--- config.mk ---
export PLATFORM = sky130hd
export DESIGN_NAME = pin_route_mux
export DESIGN_NICKNAME = d
export VERILOG_FILES = /design/src/rtl/pinmux_pkg.sv /design/src/rtl/pinmux_cfg_regs.sv /design/src/rtl/pinmux_lane.sv /design/src/rtl/pinmux_in_combine.sv /design/src/rtl/pin_route_mux.sv
export SDC_FILE = /design/constraint.sdc
export NUM_CORES = 2
export LEC_CHECK = 0
export BUFFER_PORTS_ARGS = -buffer_cell sky130_fd_sc_hd__buf_4
export CAP_MARGIN = 20
export CORE_MARGIN = 2
export CORE_UTILIZATION = 25
export CTS_BUF_LIST = sky130_fd_sc_hd__clkbuf_16
export CTS_CLUSTER_DIAMETER = 40
export CTS_CLUSTER_SIZE = 30
export DETAILED_ROUTE_END_ITERATION = 8
export PLACE_DENSITY = 0.39
export SYNTH_ARGS = -nofsm -noshare
export SYNTH_HDL_FRONTEND = slang
export SYNTH_SLANG_ARGS = --single-unit
--- constraint.sdc ---
create_clock -name clk -period 6.82 [get_ports clk]
set_input_delay 1.364 -clock clk [delete_from_list [all_inputs] [get_ports clk]]
set_output_delay 1.364 -clock clk [all_outputs]
set_load 0.01 [all_outputs]
--- src/rtl/pinmux_pkg.sv ---
package pinmux_pkg;
  localparam int SEL_W = 5;
  localparam int CFG_W = 13;
  localparam logic [SEL_W-1:0] SEL_NONE = 5'h1F;

  typedef enum logic [1:0] {
    OV_PASS = 2'd0,
    OV_INV  = 2'd1,
    OV_LOW  = 2'd2,
    OV_HIGH = 2'd3
  } ovr_e;

  typedef struct packed {
    ovr_e             irq_ov;
    ovr_e             in_ov;
    ovr_e             oe_ov;
    ovr_e             out_ov;
    logic [SEL_W-1:0] sel;
  } pin_cfg_t;

  localparam pin_cfg_t CFG_RESET = '{irq_ov: OV_PASS, in_ov: OV_PASS,
                                     oe_ov: OV_PASS, out_ov: OV_PASS,
                                     sel: SEL_NONE};

  function automatic logic ovr_apply(ovr_e code, logic v);
    case (code)
      OV_PASS: return v;
      OV_INV:  return ~v;
      OV_LOW:  return 1'b0;
      default: return 1'b1;
    endcase
  endfunction
endpackage

--- src/rtl/pinmux_cfg_regs.sv ---
module pinmux_cfg_regs
  import pinmux_pkg::*;
#(
  parameter int NUM_PINS = 30,
  localparam int AW = $clog2(NUM_PINS)
) (
  input  logic                     clk,
  input  logic                     rst_n,
  input  logic                     we,
  input  logic [AW-1:0]            addr,
  input  pin_cfg_t                 wdata,
  output pin_cfg_t                 rdata,
  output pin_cfg_t [NUM_PINS-1:0]  cfg_q
);
  logic addr_ok;
  assign addr_ok = (int'(addr) < NUM_PINS);

  for (genvar i = 0; i < NUM_PINS; i++) begin : g_reg
    always_ff @(posedge clk) begin
      if (!rst_n)                         cfg_q[i] <= CFG_RESET;
      else if (we && addr == AW'(i))      cfg_q[i] <= wdata;
    end

    assert_write_readback_R2: assert property (@(posedge clk) disable iff (!rst_n)
      (we && addr == AW'(i)) |=> (cfg_q[i] == $past(wdata)));
  end

  always_comb begin
    rdata = '0;
    for (int i = 0; i < NUM_PINS; i++)
      if (addr == AW'(i)) rdata = cfg_q[i];
  end

  assert_bad_addr_ignored_R3: assert property (@(posedge clk) disable iff (!rst_n)
    (we && !addr_ok) |=> $stable(cfg_q));
endmodule

--- src/rtl/pinmux_lane.sv ---
module pinmux_lane
  import pinmux_pkg::*;
#(
  parameter int          PIN       = 0,
  parameter int          NUM_FUNCS = 10,
  parameter logic [31:0] PART_MASK = 32'h100,
  parameter int          PART_LO   = 20,
  parameter int          PART_HI   = 25
) (
  input  logic                 clk,
  input  logic                 rst_n,
  input  pin_cfg_t             cfg,
  input  logic [NUM_FUNCS-1:0] col_out,
  input  logic [NUM_FUNCS-1:0] col_oe,
  input  logic                 pad_in,
  input  logic                 irq_raw,
  output logic                 pad_out,
  output logic                 pad_oe,
  output logic                 irq_out,
  output logic [NUM_FUNCS-1:0] route
);
  logic [NUM_FUNCS-1:0] fsel_oh;
  logic sel_ok, base_out, base_oe, in_ovr;

  for (genvar f = 0; f < NUM_FUNCS; f++) begin : g_fn
    localparam bit AV = !PART_MASK[f] || (PIN >= PART_LO && PIN <= PART_HI);
    assign fsel_oh[f] = AV && (cfg.sel == SEL_W'(f));
  end

  assign sel_ok   = |fsel_oh;
  assign base_out = |(fsel_oh & col_out);
  assign base_oe  = |(fsel_oh & col_oe);
  assign pad_out  = ovr_apply(cfg.out_ov, base_out);
  assign pad_oe   = ovr_apply(cfg.oe_ov, base_oe);
  assign in_ovr   = ovr_apply(cfg.in_ov, pad_in);
  assign route    = fsel_oh & {NUM_FUNCS{in_ovr}};
  assign irq_out  = ovr_apply(cfg.irq_ov, irq_raw);

  assert_single_owner_R5: assert property (@(posedge clk) disable iff (!rst_n)
    $onehot0(route));
  assert_unselected_quiet_R6: assert property (@(posedge clk) disable iff (!rst_n)
    (!sel_ok && cfg.out_ov == OV_PASS && cfg.oe_ov == OV_PASS) |-> (!pad_out && !pad_oe && route == '0));
  assert_oe_forced_R9: assert property (@(posedge clk) disable iff (!rst_n)
    (cfg.oe_ov == OV_LOW) |-> !pad_oe);
  assert_irq_forced_R11: assert property (@(posedge clk) disable iff (!rst_n)
    (cfg.irq_ov == OV_HIGH) |-> irq_out);
endmodule

--- src/rtl/pinmux_in_combine.sv ---
module pinmux_in_combine #(
  parameter int NUM_PINS  = 30,
  parameter int NUM_FUNCS = 10,
  parameter int SLOTS     = 8
) (
  input  logic                          clk,
  input  logic                          rst_n,
  input  logic [NUM_PINS*NUM_FUNCS-1:0] route_flat,
  output logic [NUM_FUNCS*SLOTS-1:0]    fn_in
);
  always_comb begin
    fn_in = '0;
    for (int p = 0; p < NUM_PINS; p++)
      for (int f = 0; f < NUM_FUNCS; f++)
        fn_in[f*SLOTS + (p % SLOTS)] = fn_in[f*SLOTS + (p % SLOTS)] | route_flat[p*NUM_FUNCS + f];
  end

  for (genvar f = 0; f < NUM_FUNCS; f++) begin : g_idle
    logic any_route;
    always_comb begin
      any_route = 1'b0;
      for (int p = 0; p < NUM_PINS; p++) any_route = any_route | route_flat[p*NUM_FUNCS + f];
    end
    assert_idle_slot_zero_R13: assert property (@(posedge clk) disable iff (!rst_n)
      !any_route |-> (fn_in[f*SLOTS +: SLOTS] == '0));
  end
endmodule

--- src/rtl/pin_route_mux.sv ---
module pin_route_mux
  import pinmux_pkg::*;
#(
  parameter int          NUM_PINS  = 30,
  parameter int          NUM_FUNCS = 10,
  parameter int          SLOTS     = 8,
  parameter logic [31:0] PART_MASK = 32'h100,
  parameter int          PART_LO   = 20,
  parameter int          PART_HI   = 25
) (
  input  logic                               clk,
  input  logic                               rst_n,
  input  logic                               cfg_we,
  input  logic [$clog2(NUM_PINS)-1:0]        cfg_addr,
  input  logic [12:0]                        cfg_wdata,
  output logic [12:0]                        cfg_rdata,
  input  logic [NUM_FUNCS*SLOTS-1:0]         fn_out,
  input  logic [NUM_FUNCS*SLOTS-1:0]         fn_oe,
  output logic [NUM_FUNCS*SLOTS-1:0]         fn_in,
  input  logic [NUM_PINS-1:0]                pad_in,
  output logic [NUM_PINS-1:0]                pad_out,
  output logic [NUM_PINS-1:0]                pad_oe,
  input  logic [NUM_PINS-1:0]                irq_raw,
  output logic [NUM_PINS-1:0]                irq_out
);
  pin_cfg_t [NUM_PINS-1:0]         cfg_q;
  pin_cfg_t                        rd_word;
  logic [NUM_PINS*NUM_FUNCS-1:0]   route_flat;

  pinmux_cfg_regs #(.NUM_PINS(NUM_PINS)) u_regs (
    .clk(clk), .rst_n(rst_n), .we(cfg_we), .addr(cfg_addr),
    .wdata(pin_cfg_t'(cfg_wdata)), .rdata(rd_word), .cfg_q(cfg_q)
  );
  assign cfg_rdata = rd_word;

  for (genvar p = 0; p < NUM_PINS; p++) begin : g_pin
    logic [NUM_FUNCS-1:0] col_out, col_oe;
    for (genvar f = 0; f < NUM_FUNCS; f++) begin : g_col
      assign col_out[f] = fn_out[f*SLOTS + (p % SLOTS)];
      assign col_oe[f]  = fn_oe[f*SLOTS + (p % SLOTS)];
    end
    pinmux_lane #(
      .PIN(p), .NUM_FUNCS(NUM_FUNCS), .PART_MASK(PART_MASK),
      .PART_LO(PART_LO), .PART_HI(PART_HI)
    ) u_lane (
      .clk(clk), .rst_n(rst_n), .cfg(cfg_q[p]),
      .col_out(col_out), .col_oe(col_oe),
      .pad_in(pad_in[p]), .irq_raw(irq_raw[p]),
      .pad_out(pad_out[p]), .pad_oe(pad_oe[p]), .irq_out(irq_out[p]),
      .route(route_flat[p*NUM_FUNCS +: NUM_FUNCS])
    );
  end

  pinmux_in_combine #(.NUM_PINS(NUM_PINS), .NUM_FUNCS(NUM_FUNCS), .SLOTS(SLOTS)) u_comb (
    .clk(clk), .rst_n(rst_n), .route_flat(route_flat), .fn_in(fn_in)
  );
endmodule

[Word level (Yosys, flattened, before mapping)]
Cells that the tools add are included.
Word-level totals
  input port bits: 241
  bits in latches: 0
  word-level logic and storage cells: 1486
  memories kept: 0
  memory bits (read-only): 0
  RAM bits: 0
  output and inout bits: 183
  flip-flop bits (word level): 390
Operators by class
  eq/ne operators: 515
  div/mod/pow operators: 0
  $lt $le $gt $ge: 0
  bitwise gates (word level): 430
  shift operators: 0
  $add $sub $neg: 0
  $mul: 0
  mux-type cells: 150
  reduce and logical (&&, ||, !) cells: 241
Operator list (count)
  AND 10 bit: 90
  equality test 5 x 3 -> 1 bit (second input constant): 124
  OR reduction 10 bit: 60
  two-way mux 13 bit: 30
  case mux 1 bit (3 select lines): 120
  equality test 5 x 2 -> 1 bit (second input constant): 62
  equality test 2 x 1 -> 1 bit (second input constant): 120
  equality test 2 bit (second input constant): 120
  logical NOT 2 bit: 120
  equality test 5 x 4 -> 1 bit (second input constant): 44
  OR 1 bit: 220
  equality test 5 x 1 -> 1 bit (second input constant): 31
  logical NOT 5 bit: 31
  NOT 1 bit: 120
  equality test 5 bit (second input constant): 14
  logical AND 1 bit: 30

[Logic depth before layout (Yosys ltp)]
  word-level depth: 31
  mapped depth: 10
  gate-level depth less buffers: 6

[By module]
A second synthesis with hierarchy kept.
Second synthesis, totals
  cell total of the unflattened synthesis: 4350
  area total of the unflattened synthesis: 31632.8 µm²
By module, submodules not included
  pinmux_cfg_regs: area each 18741.7 µm², cells each 2478, seq. area each 7807.5 µm², times used 1
  pinmux_lane (g_pin[10].u_lane ...): area each 414.1 µm², cells each 60, seq. area each 0.0 µm², times used 22
  pinmux_lane (g_pin[21].u_lane ...): area each 397.9 µm², cells each 59, seq. area each 0.0 µm², times used 5
  pinmux_in_combine: area each 575.6 µm², cells each 80, seq. area each 0.0 µm², times used 1
  pinmux_lane (g_pin[20].u_lane): area each 434.2 µm², cells each 63, seq. area each 0.0 µm², times used 1
  pinmux_lane (g_pin[9].u_lane): area each 422.9 µm², cells each 59, seq. area each 0.0 µm², times used 1
  pinmux_lane (g_pin[0].u_lane): area each 357.8 µm², cells each 55, seq. area each 0.0 µm², times used 1

[Least setup slack after synthesis]
OpenSTA, ideal clock, no wires.
  path kind: input to output
  from: in cfg_addr[0]
  to: out cfg_rdata[4]
  data arrival time: 3.011 ns
  buffers on the path: 2
  cell stages on the path: 8
  required time: 5.456 ns
  path slack: 2.445 ns
  path through: buf_6 -> or4b_4 -> buf_6 -> a21oi_4 -> a221oi_2 -> a2111oi_4 -> nor4_1 -> o32ai_1
On the way
  longest elaborated chain between the ends: 31
RTL lines
  start, declared: RTL line pin_route_mux.sv:14  | input logic [$clog2(NUM_PINS)-1:0] cfg_addr,
  logical NOT 5 bit: RTL line pinmux_cfg_regs.sv:31  | if (addr == AW'(i)) rdata = cfg_q[i];
  two-way mux 13 bit (29 in series): RTL line pinmux_cfg_regs.sv:31
  two-way mux 13 bit *: RTL line pinmux_cfg_regs.sv:31
  end, declared: RTL line pin_route_mux.sv:16  | output logic [12:0] cfg_rdata,
Every way passes the cells marked *; elsewhere a longest branch is shown, timed or not.

[Worst setup path after layout]
  from: in cfg_addr[4]
  to: out cfg_rdata[4]
Same word-level chain as after synthesis.

==> reports/summary.txt <==
crit-path cells -> buf_4 -> or3b_1 -> nor2_2 -> nand2_1 -> o21ai_0 -> nor4_1 -> o32ai_1 -> buf_4
status -> complete, no violations
Hold Crit Endpoint -> u_regs.cfg_q[291]
Routed WL -> 166000 um
drt drc -> 0
Synth Register Bits -> 390
PD cells -> 210 mW/mm2
Final Skew -> 0 ns
most used cell, CP -> buf_4
row cnt -> 124
io pins -> 424
FF-to-FF End -> u_regs.cfg_q[312]
Layout area overhead -> 21.4%
f_max -> 164 MHz
Clock Latency Late Sink -> 0.63 ns
hold path depth -> 2
Fin. Hold Viols -> 0
post-place setup slack -> 0.984 ns
post-DR wirelength/cell -> 29.6 um
Yosys cell types -> 89
Tcrit/Tclk final -> 89.3%
setup slack, reg-to-reg -> 5.34 ns
Async SR Flop Fraction -> 0%
cell count after synthesis -> 3893
Most Crowded Layer GR -> met2
synthesized area -> 0.0286 mm2
WS Path Type -> in -> out
CTS root buffer -> clkbuf_16
# resized after CTS -> 0
vias per cell -> 5.50
clock sink count -> 390
startpoint of the worst hold path -> u_regs.cfg_q[291]
WP data required -> 5.46 ns
Top Registers -> u_regs.cfg_q x390
nets@finish -> 4266
Total Routing Usage GR -> 27.2%
total grt overflow -> 0
vias in the first global route -> 29200
routing usage on met1 -> 37.3%
final worst path period need -> 6.09 ns
worst reg-to-reg path cell count -> 2
Static Leak -> 13.7 nW
post-CTS setup repair buffer count -> 0
GRT met3 Usage -> 3.58%
number of setup violations in the final report -> 0
crit path max fanout -> 39
leading cell type in the layout, fill and taps excluded -> nand2_1
Synth Warn # -> 0
R2R Path Start -> u_regs.cfg_q[312]
CTS buffer count -> 78
Slowest-stage cell, CP -> o32ai_1
first-pass GRT wire length -> 231000 um
number of synthesized flops with an enable pin -> 0
core area -> 0.114 mm2
RSZ-0062 raised after global routing -> false
Fillers -> 12400
Setup TNS -> 0 ns
max_slew headroom -> 24.0%
Starting Density -> 25.1%
IO buf count -> 417
post-route ant nets -> 0
via count -> 30800
Critical Path End Type -> primary output
Biggest register -> u_regs.cfg_q
final slew viol count -> 0
most frequent cells in the layout -> 983 x nand2_1, 464 x buf_4, 390 x dfxtp_1, 234 x nand3_1, 232 x a21boi_0
Largest register FFs -> 390
# hold bufs at CTS -> 0
FF+latch area -> 0.00781 mm2
crit-path leading delay family -> simple AND/OR/NAND/NOR gates
slowest stage delay, CP -> 0.95 ns
placer congestion estimate -> 0.993
Clock Tree Buf Depth -> 3
WP buf/inv -> 2
layout cells sized above 1 -> 17.5%
setup slack after layout -> 0.732 ns
ys flop type -> dfxtp_1
Critical Path AT -> 4.72 ns
die area -> 0.117 mm2
Multi-input gate area -> 0.0186 mm2
chip width -> 342 um
peak supply drop -> 0.141 mV
first drt pass iteration count -> 6
Clock transition at path regs -> 0.05 ns
Max Cap Violations -> 0
Seq/Total Area, Yosys -> 27.3%
met2 usage -> 43.9%
H-tree levels -> 3
pin count of the biggest net entering global routing -> 213
Final HPWL DP -> 125000 um
initial antenna violation count -> 10
syn_area_per_cell -> 7.34 um2
number of DRC markers in iteration 0 -> 3408
Worst-Margin Slew -> 1.14 ns
HP Class -> reg -> reg
Startpoint Class -> primary input
die height -> 342 um
TritonCTS clock tree -> done
## cell usage after synthesis, drive strengths merged, types with 7 or more instances
cell type    n  share of area, %
nand2      983                13
dfxtp      390                27
clkbuf     241               3.2
a21boi     240               6.3
nand3      234               4.1
nor2       193               2.6
buf        175               4.0
a21oi      127               2.3
o21ai      120               2.1
mux2i      111               3.9
nand2b      94               2.1
nor2b       80               1.8
xnor2       67               2.1
a22oi       66               1.7
nor3        54               1.0
mux4        53               4.2
o211ai      53               1.4
xor2        53               1.6
mux2        39               1.5
o22ai       39              0.85
a31oi       35              0.77
nand3b      30              0.79
and3        28              0.61
a221oi      26              0.82
a32oi       26              0.80
inv         23              0.30
nor3b       23              0.64
nand4       19              0.42
nor4        18              0.39
a22o        17              0.52
a211oi      15              0.39
and2        15              0.33
o221ai      15              0.46
nor4b       13              0.40
o311ai      13              0.40
or3         11              0.24
a21o        10              0.26
a221o        8              0.28
a2bb2oi      8              0.25
o31ai        8              0.21
a2111oi      7              0.30
o21a         7              0.18
or3b         7              0.21
## cell families after synthesis
group	synth area share (%)
other	0.0131
xor gates and xnor gates	3.68
DFF	27.3
buffers and inverters	7.50
and+or+nand+nor	29.4
muxes	9.62
AOI/OAI and AO/OA	22.5
## report_power, final
| group | total (mW) | leakage, nW | internal [mW] | switching [mW] |
|---|---|---|---|---|
| combinational | 0.860 | 9.16 | 0.321 | 0.539 |
| clock | 4.04 | 1.35 | 2.70 | 1.33 |
| sequential | 2.37 | 3.15 | 2.31 | 0.0633 |
| total | 7.27 | 13.7 | 5.33 | 1.94 |
## metrics by stage
| stage | hold slack (ns) | util (%) | instances | power [mW] | area [um2] |
|---|---|---|---|---|---|
| detailed placement | 0.490 | 28.0 | 5452 | 3.25 | 31900 |
| global route | 0.514 | 30.4 | 5597 | 7.44 | 34700 |
| global placement | 0.477 | 28.0 | 5451 | 3.26 | 31900 |
| floorplan | 0.443 | - | 3894 | 2.81 | 28600 |
| CTS | 0.496 | 30.4 | 5591 | 7.28 | 34600 |
| finish | 0.495 | 30.4 | 5597 | 7.27 | 34700 |
## worst max path at each step
stage                start            to  slack [ns]  cells past startpoint
2_1_floorplan  cfg_addr[0]  cfg_rdata[4]        2.45                      8
3_3_place_gp   cfg_addr[4]  cfg_rdata[4]        0.93                      8
3_5_place_dp   cfg_addr[4]  cfg_rdata[4]        0.98                      8
6_report       cfg_addr[4]  cfg_rdata[4]        0.73                      8
4_1_cts        cfg_addr[4]  cfg_rdata[4]        0.97                      8
5_1_grt        cfg_addr[4]  cfg_rdata[4]        0.80                      8
## layout make-up
type	instances	share of cell area, %
clock buffer	81	5.85
multi-input combinational	3065	53.7
tap	1512	5.46
clock inverter	58	1.99
antenna	1	0.00722
sequential	390	22.5
inverter	23	0.249
timing repair buffer	467	10.2
## worst reg2reg max path: stages, from the launching register on
cell	delay, ns
dfxtp_1	0.83
inv_1	0.32
o211ai_1	0.23
## per-layer routing
layer,wire [um],vias to the layer above
li1,-,14000
met3,10500,239
met4,5930,12
met1,72900,15100
met5,68,-
met2,76500,1404
(Power assumes the default switching activity.)
